===== config.mk =====
export PLATFORM = sky130hd
export DESIGN_NAME = vec_masked_move
export DESIGN_NICKNAME = d
export VERILOG_FILES = /design/src/rtl/vmm_pkg.sv /design/src/rtl/vmm_fault_check.sv /design/src/rtl/vmm_lane_ctrl.sv /design/src/rtl/vmm_lane_mux.sv /design/src/rtl/vec_masked_move.sv
export SDC_FILE = /design/constraint.sdc
export NUM_CORES = 1
export LEC_CHECK = 0
export BUFFER_PORTS_ARGS = -buffer_cell sky130_fd_sc_hd__clkbuf_2
export CAP_MARGIN = 10
export CORE_AREA = 2 2 635 637
export CTS_CLUSTER_SIZE = 8
export DETAILED_ROUTE_END_ITERATION = 12
export DIE_AREA = 0 0 637 639
export MAX_ROUTING_LAYER = met4
export PLACE_DENSITY = 0.3
export SLEW_MARGIN = 20
export SYNTH_ARGS = -nofsm -noshare
export SYNTH_HDL_FRONTEND = slang
export SYNTH_SLANG_ARGS = --single-unit
export TNS_END_PERCENT = 5

===== constraint.sdc =====
create_clock -name clk -period 1.3 [get_ports clk]
set_input_delay 0.13 -clock clk [delete_from_list [all_inputs] [get_ports clk]]
set_output_delay 0.13 -clock clk [all_outputs]
set_load 0.05 [all_outputs]

===== src/rtl/vmm_pkg.sv =====
package vmm_pkg;

  localparam int unsigned VEC_W  = 512;
  localparam int unsigned LANE_W = 32;
  localparam int unsigned LANES  = VEC_W / LANE_W;
  localparam int unsigned BASE_LANES = 128 / LANE_W;

  typedef enum logic [1:0] {
    ENC_LEGACY = 2'd0,
    ENC_VEX    = 2'd1,
    ENC_EVEX   = 2'd2,
    ENC_RSVD   = 2'd3
  } enc_e;

  // Lanes covered by the operation; legacy is pinned to 128 bits.
  function automatic int unsigned active_lanes(enc_e e, logic [1:0] vl);
    if (e == ENC_LEGACY) return BASE_LANES;
    case (vl)
      2'd0:    return BASE_LANES;
      2'd1:    return 2 * BASE_LANES;
      default: return LANES;
    endcase
  endfunction

  // Byte alignment demanded of a memory operand.
  function automatic int unsigned align_bytes(enc_e e, logic [1:0] vl);
    return active_lanes(e, vl) * (LANE_W / 8);
  endfunction

endpackage


===== src/rtl/vmm_fault_check.sv =====
module vmm_fault_check
  import vmm_pkg::*;
#(
  parameter int unsigned AW = 48
) (
  input  enc_e          enc,
  input  logic [3:0]    vvvv,
  input  logic [1:0]    vlen,
  input  logic          mem_op,
  input  logic [AW-1:0] mem_addr,
  output logic          gp,
  output logic          ud
);
  logic [AW-1:0] low_mask;
  logic          bad_spec, bad_len;

  always_comb begin
    low_mask = AW'(align_bytes(enc, vlen) - 1);
    gp       = mem_op && (|(mem_addr & low_mask));
    bad_spec = (enc != ENC_LEGACY) && (vvvv != 4'hF);
    bad_len  = ((enc == ENC_VEX) && vlen[1]) || ((enc == ENC_EVEX) && (vlen == 2'd3));
    ud       = (enc == ENC_RSVD) || bad_spec || bad_len;
  end
endmodule


===== src/rtl/vmm_lane_ctrl.sv =====
module vmm_lane_ctrl
  import vmm_pkg::*;
(
  input  enc_e             enc,
  input  logic             w_bit,
  input  logic [1:0]       vlen,
  input  logic             mask_en,
  input  logic [LANES-1:0] mask,
  input  logic             zero_mode,
  input  logic             is_store,
  output logic [LANES-1:0] lane_sel,
  output logic [LANES-1:0] lane_zero
);
  logic        wide, use_mask, zero_in, zero_out;
  int unsigned n_act;

  always_comb begin
    n_act    = active_lanes(enc, vlen);
    wide     = (enc == ENC_EVEX) && w_bit;
    use_mask = (enc == ENC_EVEX) && mask_en;
    zero_in  = (enc == ENC_EVEX) && zero_mode && !is_store;
    zero_out = (enc != ENC_LEGACY) && !is_store;
  end

  for (genvar l = 0; l < LANES; l++) begin : g_lane
    logic in_rng, mbit;
    always_comb begin
      in_rng       = (l < n_act);
      mbit         = wide ? mask[l/2] : mask[l];
      lane_sel[l]  = in_rng && (!use_mask || mbit);
      lane_zero[l] = !lane_sel[l] && (in_rng ? zero_in : zero_out);
    end
  end
endmodule


===== src/rtl/vmm_lane_mux.sv =====
module vmm_lane_mux
  import vmm_pkg::*;
(
  input  logic             fault,
  input  logic [LANES-1:0] lane_sel,
  input  logic [LANES-1:0] lane_zero,
  input  logic [VEC_W-1:0] src,
  input  logic [VEC_W-1:0] old,
  output logic [VEC_W-1:0] res,
  output logic [LANES-1:0] strobe
);
  for (genvar l = 0; l < LANES; l++) begin : g_mux
    always_comb begin
      if (fault)             res[l*LANE_W +: LANE_W] = old[l*LANE_W +: LANE_W];
      else if (lane_sel[l])  res[l*LANE_W +: LANE_W] = src[l*LANE_W +: LANE_W];
      else if (lane_zero[l]) res[l*LANE_W +: LANE_W] = '0;
      else                   res[l*LANE_W +: LANE_W] = old[l*LANE_W +: LANE_W];
      strobe[l] = lane_sel[l] && !fault;
    end
  end
endmodule


===== src/rtl/vec_masked_move.sv =====
module vec_masked_move
  import vmm_pkg::*;
#(
  parameter int unsigned AW = 48
) (
  input  logic             clk,
  input  logic             rst_n,
  input  logic             in_valid,
  input  logic [1:0]       enc_kind,
  input  logic             dir_store,
  input  logic             w_bit,
  input  logic [3:0]       vvvv,
  input  logic [1:0]       vlen,
  input  logic             zero_mode,
  input  logic             mask_en,
  input  logic [LANES-1:0] mask,
  input  logic [VEC_W-1:0] src_data,
  input  logic [VEC_W-1:0] old_data,
  input  logic [AW-1:0]    mem_addr,
  input  logic             mem_op,
  output logic             out_valid,
  output logic [VEC_W-1:0] dst_data,
  output logic [LANES-1:0] lane_wr,
  output logic             gp_fault,
  output logic             ud_fault
);
  enc_e             enc;
  logic             is_store, gp_n, ud_n, fault_n;
  logic [LANES-1:0] lane_sel, lane_zero, strobe_n;
  logic [VEC_W-1:0] res_n;

  assign enc      = enc_e'(enc_kind);
  assign is_store = dir_store && mem_op;
  assign fault_n  = gp_n || ud_n;

  vmm_fault_check #(.AW(AW)) u_fault (
    .enc(enc), .vvvv(vvvv), .vlen(vlen), .mem_op(mem_op),
    .mem_addr(mem_addr), .gp(gp_n), .ud(ud_n)
  );

  vmm_lane_ctrl u_ctrl (
    .enc(enc), .w_bit(w_bit), .vlen(vlen), .mask_en(mask_en), .mask(mask),
    .zero_mode(zero_mode), .is_store(is_store),
    .lane_sel(lane_sel), .lane_zero(lane_zero)
  );

  vmm_lane_mux u_mux (
    .fault(fault_n), .lane_sel(lane_sel), .lane_zero(lane_zero),
    .src(src_data), .old(old_data), .res(res_n), .strobe(strobe_n)
  );

  always_ff @(posedge clk or negedge rst_n) begin
    if (!rst_n) begin
      out_valid <= 1'b0;
      dst_data  <= '0;
      lane_wr   <= '0;
      gp_fault  <= 1'b0;
      ud_fault  <= 1'b0;
    end else begin
      out_valid <= in_valid;
      if (in_valid) begin
        dst_data <= res_n;
        lane_wr  <= strobe_n;
        gp_fault <= gp_n;
        ud_fault <= ud_n;
      end
    end
  end
endmodule


==> key figures <==
Outcome
  – Outcome: finished, violations left
  – Failing checks: hold timing, setup timing

Routing
  – DR vias: slightly above 30k
  – DR WL/cell: 29.2 µm
  – DR vias/cell: 3.04
  – Drt initial violations: 2138
  – Residual DRC: 0
  – Routed WL: 298 mm
  – First-pass iteration count of the detailed router: 5
  – Antenna viol nets, final: 0

Place
  – I/O Buffers: 1621
  – Dpl ws: -1.76 ns
  – Post-DP HPWL: 261 mm
  – Cells after DPL: 8819
  – Final GP Congestion: about 0.96

Synthesis
  – Mapped Cells: 1884
  – Number of enable flip-flop cells after synthesis: 0
  – Synth warnings: 0
  – Post-synthesis sequential area ratio: about 53%
  – Top cell type's share of synthesized area: 52.9%
  – Yosys reg bits: between 500 and 600
  – Syn_nets: 2992
  – Cell taking the most area after synthesis: dfrtp_1
  – Ys async rst share: 100%
  – Syn_area_per_cell: 13.3 µm²
  – Top cells by area, synth: dfrtp_1 (53%), a221o_1 (12%), mux2i_1 (8.4%)
  – Post-synthesis cell area: 0.0251 mm²
  – Ys flop type: dfrtp_1
  – Netlist cell types: 46

Die
  – Cell Rows: 233
  – Die Area: 0.407 mm²
  – DIE WIDTH: about 640 µm
  – Io pins: 1635
  – Initial core utilization: under 10%
  – Die Height: ~640 µm
  – Core ar.: 0.401 mm²

Cells and area
  – Fillers: 45.5k
  – Area delta synth->final: 125%
  – Layout cells sized above 1: 44.2%
  – Multi-input gate area: between 0.01 and 0.015 mm²
  – Final Non-Filler Cells: 10.2k
  – Layout Nets: 5873
  – Sequential cell area: roughly 0.013 mm²

STA
  – Hold_ws: -0.00175 ns
  – Min Tclk post-route: approximately 1.8 ns
  – Fin. Hold Viols: 1
  – Final Max Slew Viols: 0
  – Setup WS post-layout: -0.542 ns
  – Final Setup Violations: 1059
  – Slew HR: 42.2%
  – Fmax achieved: 543 MHz
  – Unrepaired setup endpoints after global routing: true
  – Slew @ Worst Pin: 0.867 ns
  – Post-Route Skew: 0 ns
  – Tcrit/Tclk final: 142%
  – Setup_tns: -380.48 ns

Setup path
  – WP data arrival: 2.52 ns
  – Startpoint Class: input port
  – Req. time, crit path: 1.98 ns
  – CP peak stage delay: 0.40 ns
  – Setup Crit Path Kind: input port to flip-flop
  – Crit path max-delay cell type: a221o_1
  – Crit-path max FO: 32
  – CP dominant cell by count: buf_12
  – Critical path cell sequence: clkbuf_16 > clkinv_4 > o211ai_1 > ha_4 > ha_4 > nand2b_4 > o2111ai_4 > nor2_4 > o2bb2ai_4 > buf_12 > buf_12 > a21oi_4 > buf_12 > a221o_1
  – Crit path capture type: flip-flop

CTS
  – Clock buffer count from CTS: 86
  – Clock latency at the later pin of the worst-skew pair: 0.78 ns
  – CTS root buffer: clkbuf_16
  – CTS tree: done
  – Num Clock Sinks: 531
  – CTS max path bufs: 4
  – H-tree depth: 3
  – Post-CTS Hold Fix Bufs: 1123
  – Clock transition at path regs: approximately 0.06 ns

Power
  – Peak supply drop: 1.13 mV
  – Power per cell area: 1120 mW/mm²
  – LEAKAGE: 0.0247 µW

GRT
  – First-pass GRT wire length: 372 mm
  – Largest net degree at the start of global routing: 67
  – Vias in the first global route: roughly 32k
  – Total track usage: 14.5%
  – GRT overflow: 0
  – Initial antenna violation count: 307

Hold path
  – Worst min path class: input port to flip-flop

Job
  – Max-cap viol count: 0
metrics by stage:
step / hold WS (ns) / total power [µW] / instance area, µm² / utilization, %
6_report: -0.00175 / 63100 / 56500 / 14.1
4_1_cts: -0.0979 / 64400 / 55900 / 13.9
3_3_place_gp: 0.00680 / 37500 / 41500 / 10.3
3_5_place_dp: 0.0121 / 37500 / 41500 / 10.4
2_1_floorplan: -0.166 / 29200 / 25100 / -
5_1_grt: -0.0285 / 65800 / 56400 / 14.1
cells in the final DEF, fill, tap and decap left out, types with 3 or more instances in the layout:
cell,count
a211oi_1,4
a21o_1,16
a21oi_1,6
a21oi_4,14
a221o_1,303
buf_12,88
buf_16,6
buf_4,125
buf_6,24
buf_8,7
clkbuf_1,14
clkbuf_16,89
clkbuf_2,1534
clkbuf_4,11
clkbuf_8,37
clkinv_2,7
dfrtp_1,528
dfrtp_2,3
diode_2,148
dlygate4sd3_1,1123
inv_1,3
mux2i_1,210
nand2_1,20
nand3_1,3
nor2_1,10
nor2_2,3
nor2_4,18
nor2b_1,319
nor3_4,5
nor4_1,6
o21ai_0,8
o21ai_1,4
o2bb2ai_1,86
o2bb2ai_2,123
worst max-delay path: cells and delay by family:
kind,cells,cell delay [ns]
compound gates,5,0.91
fa+ha+maj,2,0.46
buf+inv,5,0.64
simple gates,2,0.26
layer usage:
metal	routed length [µm]	GRT usage (%)	part of all wire, %	vias to the layer above
met5	0	-	0	-
met4	8270	2.86	2.8	0
met3	20700	3.54	6.9	516
met2	146000	24.6	49	1684
met1	124000	17.4	41	15700
li1	-	-	-	13200
layout make-up:
cell class	count	share of cell area, %
repair buffers	2952	40.3
flip-flops and latches	531	23.5
multi-input cells	1188	19.5
well taps	5287	11.7
clock buffers	107	4.07
diodes	148	0.655
clock inverters	11	0.250
inverters	6	0.0576
final timing paths:
| path | from | to | slack [ns] | cells after the start |
|---|---|---|---|---|
| setup reg to reg | dst_data[51]$_DFFE_PN0P_ | dst_data[51]$_DFFE_PN0P_ | 0.03 | 3 |
| min in group asynchronous | rst_n | dst_data[318]$_DFFE_PN0P_ | 0.31 | 3 |
| hold / removal | mem_addr[2] | gp_fault$_DFFE_PN0P_ | -0.002 | 6 |
| hold reg to reg | lane_wr[10]$_DFFE_PN0P_ | lane_wr[10]$_DFFE_PN0P_ | 0.48 | 1 |
| setup / recovery | vlen[1] | dst_data[200]$_DFFE_PN0P_ | -0.54 | 14 |
| max in group asynchronous | rst_n | dst_data[471]$_DFFE_PN0P_ | 0.01 | 5 |
synth_stat cells, types with 4 or more instances:
cell type	count
dfrtp_1	531
nor2b_1	320
a221o_1	303
mux2i_1	210
o2bb2ai_2	120
o2bb2ai_1	89
clkbuf_1	61
buf_2	56
buf_6	38
nand2_1	21
a21o_1	16
nor2_1	15
nor2_2	13
a21oi_4	10
o21ai_0	9
nor4_1	7
a21oi_1	6
nor3_4	5
o21ai_1	5
a211oi_1	4
buf_4	4
ha_1	4
inv_1	4
sequential cells by signal, summed over array words and instances (netlist names):
signal     cells
out_valid      1
lane_wr       16
gp_fault       1
ud_fault       1
dst_data     512
report_power, final:
group | total [µW] | internal, µW | switching, µW
combinational | 21700 | 7570 | 14100
clock | 21900 | 12500 | 9370
sequential | 19600 | 18300 | 1260
total | 63100 | 38400 | 24700
repair_timing:
action	4_1_cts	5_1_grt
gates cloned	6	1
resized for setup	96	118
setup buffers	11	4
hold endpoints to repair	1045	1
pin swaps	52	98
setup endpoints to repair	1059	1079
cell families after synthesis:
group	synth area share [%]
AND/OR/NAND/NOR	9.84
multiplexers	8.37
AO/OA/AOI/OAI	24.6
adder cells (fa/ha/maj)	0.199
buffers and inverters	4.05
flip-flops	52.9
No activity file was read; power rests on OpenSTA's default activity.
